File: config.mk
export PLATFORM = sky130hd
export DESIGN_NAME = addressable_latch
export DESIGN_NICKNAME = d
export VERILOG_FILES = /design/src/rtl/addr_latch_pkg.sv /design/src/rtl/addr_latch_ctrl.sv /design/src/rtl/addr_latch_dp.sv /design/src/rtl/addressable_latch.sv
export SDC_FILE = /design/constraint.sdc
export NUM_CORES = 1
export LEC_CHECK = 0
export BUFFER_PORTS_ARGS = -buffer_cell sky130_fd_sc_hd__buf_4
export CAP_MARGIN = 5
export CORE_AREA = 2 2 39 41
export DETAILED_ROUTE_END_ITERATION = 10
export DIE_AREA = 0 0 41 43
export SLEW_MARGIN = 0
export SYNTH_ARGS = -nofsm -noshare
export SYNTH_HDL_FRONTEND = slang
export SYNTH_SLANG_ARGS = --single-unit
File: constraint.sdc
create_clock -name clk -period 2.1 [get_ports clk]
set_input_delay 0.63 -clock clk [delete_from_list [all_inputs] [get_ports clk]]
set_output_delay 0.63 -clock clk [all_outputs]
set_load 0.005 [all_outputs]
File: src/rtl/addr_latch_pkg.sv
package addr_latch_pkg;

  // Mode encoding is {enableN, clearN} as sampled at the clock edge.
  typedef enum logic [1:0] {
    MODE_DECODE = 2'b00,
    MODE_WRITE  = 2'b01,
    MODE_CLEAR  = 2'b10,
    MODE_HOLD   = 2'b11
  } latch_mode_e;

  // Strobes from control to the bit cells.
  typedef struct packed {
    logic loadSel;   // addressed cell loads the data bit
    logic zeroSel;   // addressed cell is forced to zero
    logic zeroRest;  // every unaddressed cell is forced to zero
  } latch_strobe_t;

endpackage

File: src/rtl/addr_latch_ctrl.sv
module addr_latch_ctrl
  import addr_latch_pkg::*;
(
  input  logic          enableN,
  input  logic          clearN,
  output latch_mode_e   mode,
  output latch_strobe_t strobe
);

  assign mode = latch_mode_e'({enableN, clearN});

  always_comb begin
    strobe = '0;
    unique case (mode)
      MODE_WRITE:  strobe.loadSel = 1'b1;
      MODE_DECODE: begin
        strobe.loadSel  = 1'b1;
        strobe.zeroRest = 1'b1;
      end
      MODE_CLEAR: begin
        strobe.zeroSel  = 1'b1;
        strobe.zeroRest = 1'b1;
      end
      default: strobe = '0;
    endcase
  end

  // the addressed cell is never told to load and clear at once.
  always_comb begin
    p_strobe_excl_r2: assert (!(strobe.loadSel && strobe.zeroSel))
      else $error("control asserted load and zero together");
  end

endmodule

File: src/rtl/addr_latch_dp.sv
module addr_latch_dp
  import addr_latch_pkg::*;
#(
  parameter int ADDR_W = 3,
  localparam int NUM_OUT = 1 << ADDR_W
) (
  input  logic               clk,
  input  logic               rst,
  input  latch_strobe_t      strobe,
  input  logic [ADDR_W-1:0]  addr,
  input  logic               dataBit,
  output logic [NUM_OUT-1:0] q
);

  logic [NUM_OUT-1:0] nextQ;
  logic [NUM_OUT-1:0] selHot;

  // One cell per output bit: selected cells obey the load/zero strobes,
  // unselected cells hold unless told to clear.
  for (genvar i = 0; i < NUM_OUT; i++) begin : g_cell
    assign selHot[i] = (addr == ADDR_W'(i));
    always_comb begin
      if (selHot[i]) begin
        if (strobe.loadSel)      nextQ[i] = dataBit;
        else if (strobe.zeroSel) nextQ[i] = 1'b0;
        else                     nextQ[i] = q[i];
      end else begin
        nextQ[i] = strobe.zeroRest ? 1'b0 : q[i];
      end
    end
  end

  always_ff @(posedge clk) begin
    if (rst) q <= '0;
    else     q <= nextQ;
  end

  // exactly one cell is selected by any address.
  always_comb begin
    p_one_sel_r1: assert ($onehot(selHot) || $isunknown(addr))
      else $error("address selects other than one cell");
  end

endmodule

File: src/rtl/addressable_latch.sv
module addressable_latch
  import addr_latch_pkg::*;
#(
  parameter int ADDR_W = 3,
  localparam int NUM_OUT = 1 << ADDR_W
) (
  input  logic               clk,
  input  logic               rst,
  input  logic               dataIn,
  input  logic [ADDR_W-1:0]  addrIn,
  input  logic               enableN,
  input  logic               clearN,
  output logic [NUM_OUT-1:0] latchOut
);

  latch_mode_e   mode;
  latch_strobe_t strobe;

  addr_latch_ctrl u_ctrl (
    .enableN (enableN),
    .clearN  (clearN),
    .mode    (mode),
    .strobe  (strobe)
  );

  addr_latch_dp #(.ADDR_W(ADDR_W)) u_dp (
    .clk     (clk),
    .rst     (rst),
    .strobe  (strobe),
    .addr    (addrIn),
    .dataBit (dataIn),
    .q       (latchOut)
  );

  localparam logic [NUM_OUT-1:0] ONE = NUM_OUT'(1);

  p_write_sel_r2: assert property (@(posedge clk) disable iff (rst)
    (!enableN && clearN) |=> latchOut[$past(addrIn)] == $past(dataIn));

  p_write_rest_r2: assert property (@(posedge clk) disable iff (rst)
    (!enableN && clearN) |=>
      ((latchOut ^ $past(latchOut)) & ~(ONE << $past(addrIn))) == '0);

  p_hold_r4: assert property (@(posedge clk) disable iff (rst)
    (enableN && clearN) |=> $stable(latchOut));

  p_clear_r5: assert property (@(posedge clk) disable iff (rst)
    (enableN && !clearN) |=> latchOut == '0);

  p_decode_r6: assert property (@(posedge clk) disable iff (rst)
    (!enableN && !clearN) |=>
      ($onehot0(latchOut) && latchOut[$past(addrIn)] == $past(dataIn)));

  p_reset_r7: assert property (@(posedge clk)
    rst |=> latchOut == '0);

endmodule

== After elaboration in Yosys (flattened, before gate mapping) ==
Index checks and enable logic that the tools add are counted.
Widths: inputs -> output; s select.
Storage, ports and cells
  bits in registers: 8
  input bits: 8
  output and inout bits: 8
  word-level logic and storage cells: 59
Cells by class
  equal/unequal tests: 17
  muxes and demuxes: 14
  reductions and logical operators: 20
Operators with widths (number)
  $ne 3x3->1 const B: 8
  $reduce_and 2->1: 8
  $reduce_bool 2->1: 8
  $mux 1: 14
  $eq 3x3->1 const B: 4
  $eq 3x2->1 const B: 2
  $reduce_or 2->1: 2
  $eq 3x1->1 const B: 1
  $logic_not 3->1: 1
  $eq 2x1->1 const B: 1
  $eq 2x2->1 const B: 1
  $logic_not 2->1: 1

== Longest topological paths before layout ==
  depth in word-level cells: 5
  gate-level depth with buffers: 3
  depth with buffers taken out: 2

== Hierarchy ==
Synthesis repeated with hierarchy kept, for this count alone.
Second synthesis, totals
  cells, all modules: 59
  area total of the unflattened synthesis: 495.5 sq um
Modules (own cells, without submodules)
  addr_latch_dp: times used 1, cells each 54, area each 459.2 sq um, sequential area each 160.2 sq um
  addr_latch_ctrl: times used 1, cells each 5, area each 36.3 sq um, sequential area each 0.0 sq um

== Least setup slack after synthesis ==
OpenSTA, ideal clock, no wires.
  kind: input-to-reg
  start: input enableN
  end: register u_dp.q[1]
  setup time: 0.072 ns
  data arrival time: 1.164 ns
  path slack: 0.864 ns
  cell stages on the path: 2
  buffers on the path: 0
  path through: nor4b_1 -> mux2i_1
Between the ends
  word-level cells in the longest chain between the ends: 5
  elaborated cells on any way between the ends: 13
Ends and longest elaborated chain
  start: declaration: RTL line addressable_latch.sv:11  | input logic enableN,
  $eq 2x1->1 (tied with other cells): RTL line addr_latch_ctrl.sv:14  | unique case (mode)
  $reduce_or 2->1 (no line)
  $mux 1: RTL line addr_latch_ctrl.sv:14
  $ne 3x3->1 (no line) (tied with other cells)
  $reduce_and 2->1 (no line) or $mux 1 (tied branches)
  end signal: assignment: RTL line addr_latch_dp.sv:35  | else q <= nextQ;
  end: declaration: RTL line addr_latch_dp.sv:12  | output logic [NUM_OUT-1:0] q
Several ways; a longest one is shown, not always the timed one.
A chain may end at the register's enable or synchronous reset.

== Worst setup path after layout ==
  start: register u_dp.q[7]
  end: output latchOut[7]
RTL lines
  end: declaration: RTL line addressable_latch.sv:13  | output logic [NUM_OUT-1:0] latchOut
No word-level cell between the ends.

==> summary.md <==
| Metric | Value |
|---|---|
| Count of pins over their slew limit | `0` |
| Starting utilization of the core area | `28.5%` |
| Fraction of final layout cells sized beyond drive strength 1 | `39.2%` |
| Post-CTS setup-driven buffer insertion count | `0` |
| Setup crit end kind | `output pin` |
| Total number of H-tree levels | `1` |
| Syn_nets | `43` |
| Power density cells | `574 nW/um^2` |
| Portion of the clock cycle consumed by the worst path in the final layout | `63.2%` |
| Share of the core filled with cells | `39.1%` |
| Post-DR wirelength/cell | `12.0 um` |
| Setup TNS | `0 ns` |
| Grt total ovfl | `0` |
| Final number of hold-violating endpoints | `0` |
| Number of antenna diodes | `0` |
| CTS tree | `built` |
| Critical Path Max Stage Delay | `0.33 ns` |
| Clock Skews | `0 ns` |
| Total of max-cap violations | `0` |
| Clock transition at the register clock pins on the worst setup and hold paths after CTS | `0.06 ns` |
| Worst EP required | `1.47 ns` |
| Die Span Y | `43 um` |
| Seq cells post-synth | `8` |
| Vias in the first global route | `298` |
| Largest fanout of any net on the critical path | `2` |
| Max Root-Sink Buffers | `2` |
| Worst Min Path Start | `u_dp.q[5]` |
| Critical-path cell list | `buf_4` |
| Largest Register | `u_dp.q` |
| Max rail drop VDD | `0.000232 V` |
| Total power | `0.000310 W` |
| Result of the run | `finished clean` |
| Reg2reg start | `u_dp.q[7]` |
| Launching instance or port of the critical path | `u_dp.q[7]` |
| Largest net degree at the start of global routing | `10` |
| Top cell type's share of synthesized area | `40.6%` |
| Worst-skew pair later-pin latency | `0.25 ns` |
| Biggest regs | `u_dp.q (8)` |
| Antenna Violating Nets Remaining | `0` |
| Routability congestion estimate | `0.618` |
| Top cells by area, synth | `sky130_fd_sc_hd__dfxtp_1, sky130_fd_sc_hd__mux2i_1, sky130_fd_sc_hd__nand3b_1, sky130_fd_sc_hd__nor4b_1, sky130_fd_sc_hd__and4bb_2` |
| Max-Slew Margin vs Limit | `76.8%` |
| Synth Cell Area | `394 um^2` |
| Synthesized instance count | `35` |
| Standard-cell row count | `14` |
| Number of remaining DRC errors | `0` |
| Number of clock sinks | `8` |
| Final wirelength | `806 um` |
| Unrepaired setup endpoints after global routing | `no` |
| Total global routing track utilization | `11.4%` |
| Leakage dissipation | `0.213 nW` |
| Number of flip-flops in the largest register | `8` |
| Root Buffer | `sky130_fd_sc_hd__clkbuf_4` |
| Type of the setup path with the least slack | `reg2out` |
| Die footprint | `1760 um^2` |
| Critical path data arrival time | `0.70 ns` |
| Area of the placeable core | `1380 um^2` |
| Total I/O pin count | `16` |
| Net count of the finished layout | `61` |
| Tmin final | `1.33 ns` |
| Startpoint type of the worst setup path | `flop` |
| Cell type contributing the most total cell area after synthesis | `sky130_fd_sc_hd__dfxtp_1` |
| Detailed Routing Iterations Pass 1 | `2` |
| DRT iter0 DRCs | `7` |
| Type of the tightest min-delay check | `reg2reg` |
| DR vias | `329` |
| Total half-perimeter wirelength after legalization and detailed placement | `563 um` |
| Count of hold-fix buffers inserted at cts | `0` |
| Worst Hold Slack | `0.484 ns` |
| Initial antenna violation count | `0` |
| Yosys warnings | `0` |
| Final setup viols | `0` |
| Least-Margin Pin Slew | `0.344 ns` |
| Average cell area after synthesis | `11.3 um^2` |
| Port Buffers | `15` |
| Largest delay share family, worst path | `flip-flops` |
| First-pass GRT wire length | `1320 um` |
| WP buf/inv | `1` |
| Die Wd | `41 um` |
| Area growth from synthesis to final layout | `37.1%` |
| Critical Path Slowest Stage Cell | `sky130_fd_sc_hd__dfxtp_1` |
| Post-synthesis cell type count | `11` |
| Sequential area share after synthesis | `40.6%` |
| Cts repair resizes | `0` |
| Number of clock buffers inserted by TritonCTS | `3` |
| Highest achievable clock rate | `754 MHz` |
| Per-cell via count in the routed design | `4.91` |
==> cell type report <==
type	count	area, um^2
clock buffer	3	22.5
fill	140	843
multi-input combinational	25	225
sequential	8	160
tap	16	20.0
timing repair buffer	15	113
==> power by group <==
group / total, W / internal (W) / switching [W] / leakage (nW)
clock network: 0.000117 / 0.0000654 / 0.0000519 / 0.0138
logic: 0.0000377 / 0.0000208 / 0.0000169 / 0.135
registers: 0.000155 / 0.000154 / 0.00000105 / 0.0646
total: 0.000310 / 0.000240 / 0.0000699 / 0.213
==> synthesized netlist by cell type <==
cell type                  number
sky130_fd_sc_hd__and4bb_1       1
sky130_fd_sc_hd__nand2b_1       1
sky130_fd_sc_hd__buf_1          1
sky130_fd_sc_hd__nor4_1         1
sky130_fd_sc_hd__dfxtp_1        8
sky130_fd_sc_hd__clkbuf_2       1
sky130_fd_sc_hd__nand4b_1       1
sky130_fd_sc_hd__mux2i_1        8
sky130_fd_sc_hd__nor4b_1        3
sky130_fd_sc_hd__and4bb_2       2
sky130_fd_sc_hd__nand3b_1       8
==> layer usage <==
metal / track usage, % / up-vias / wire length, um
met5: 0 / - / 0
met1: 14.2 / 147 / 392
li1: - / 170 / -
met3: 7.85 / 0 / 66
met2: 15.0 / 12 / 348
met4: 4.00 / 0 / 0
==> final timing paths <==
| kind | to | slack, ns | cells after the start |
|---|---|---|---|
| max | latchOut[7] | 0.77 | 1 |
| min | u_dp.q[5] | 0.48 | 2 |
| max reg2reg | u_dp.q[7] | 1.50 | 2 |
| min reg2reg | u_dp.q[5] | 0.48 | 2 |
==> cells by family (layout without fill, tap and decap cells) <==
family                 count (synthesis)  in the layout  synth area share (%)
multiplexers                           8              8                  20.3
buffers and inverters                  2             18                  2.22
AND/OR/NAND/NOR                       17             17                  36.8
flip-flops                             8              8                  40.6
==> cell usage in the layout, fill, tap and decap left out <==
cell	Yosys	layout
sky130_fd_sc_hd__clkbuf_4	0	3
sky130_fd_sc_hd__and4bb_1	1	1
sky130_fd_sc_hd__nor4b_1	3	3
sky130_fd_sc_hd__nor4_1	1	1
sky130_fd_sc_hd__nand3b_1	8	8
sky130_fd_sc_hd__mux2i_1	8	8
sky130_fd_sc_hd__and4bb_2	2	2
sky130_fd_sc_hd__buf_4	0	15
sky130_fd_sc_hd__nand4b_1	1	1
sky130_fd_sc_hd__nand2b_1	1	1
sky130_fd_sc_hd__dfxtp_1	8	8
==> through the flow <==
step                area (um^2)  instances  worst slack [ns]
floorplan                   394         35             0.864
finish                      541         67             0.774
global route                541         67             0.719
global placement            518         64             0.658
CTS                         541         67             0.755
detailed placement          518         64             0.664
No activity file was read; power rests on OpenSTA's default activity.
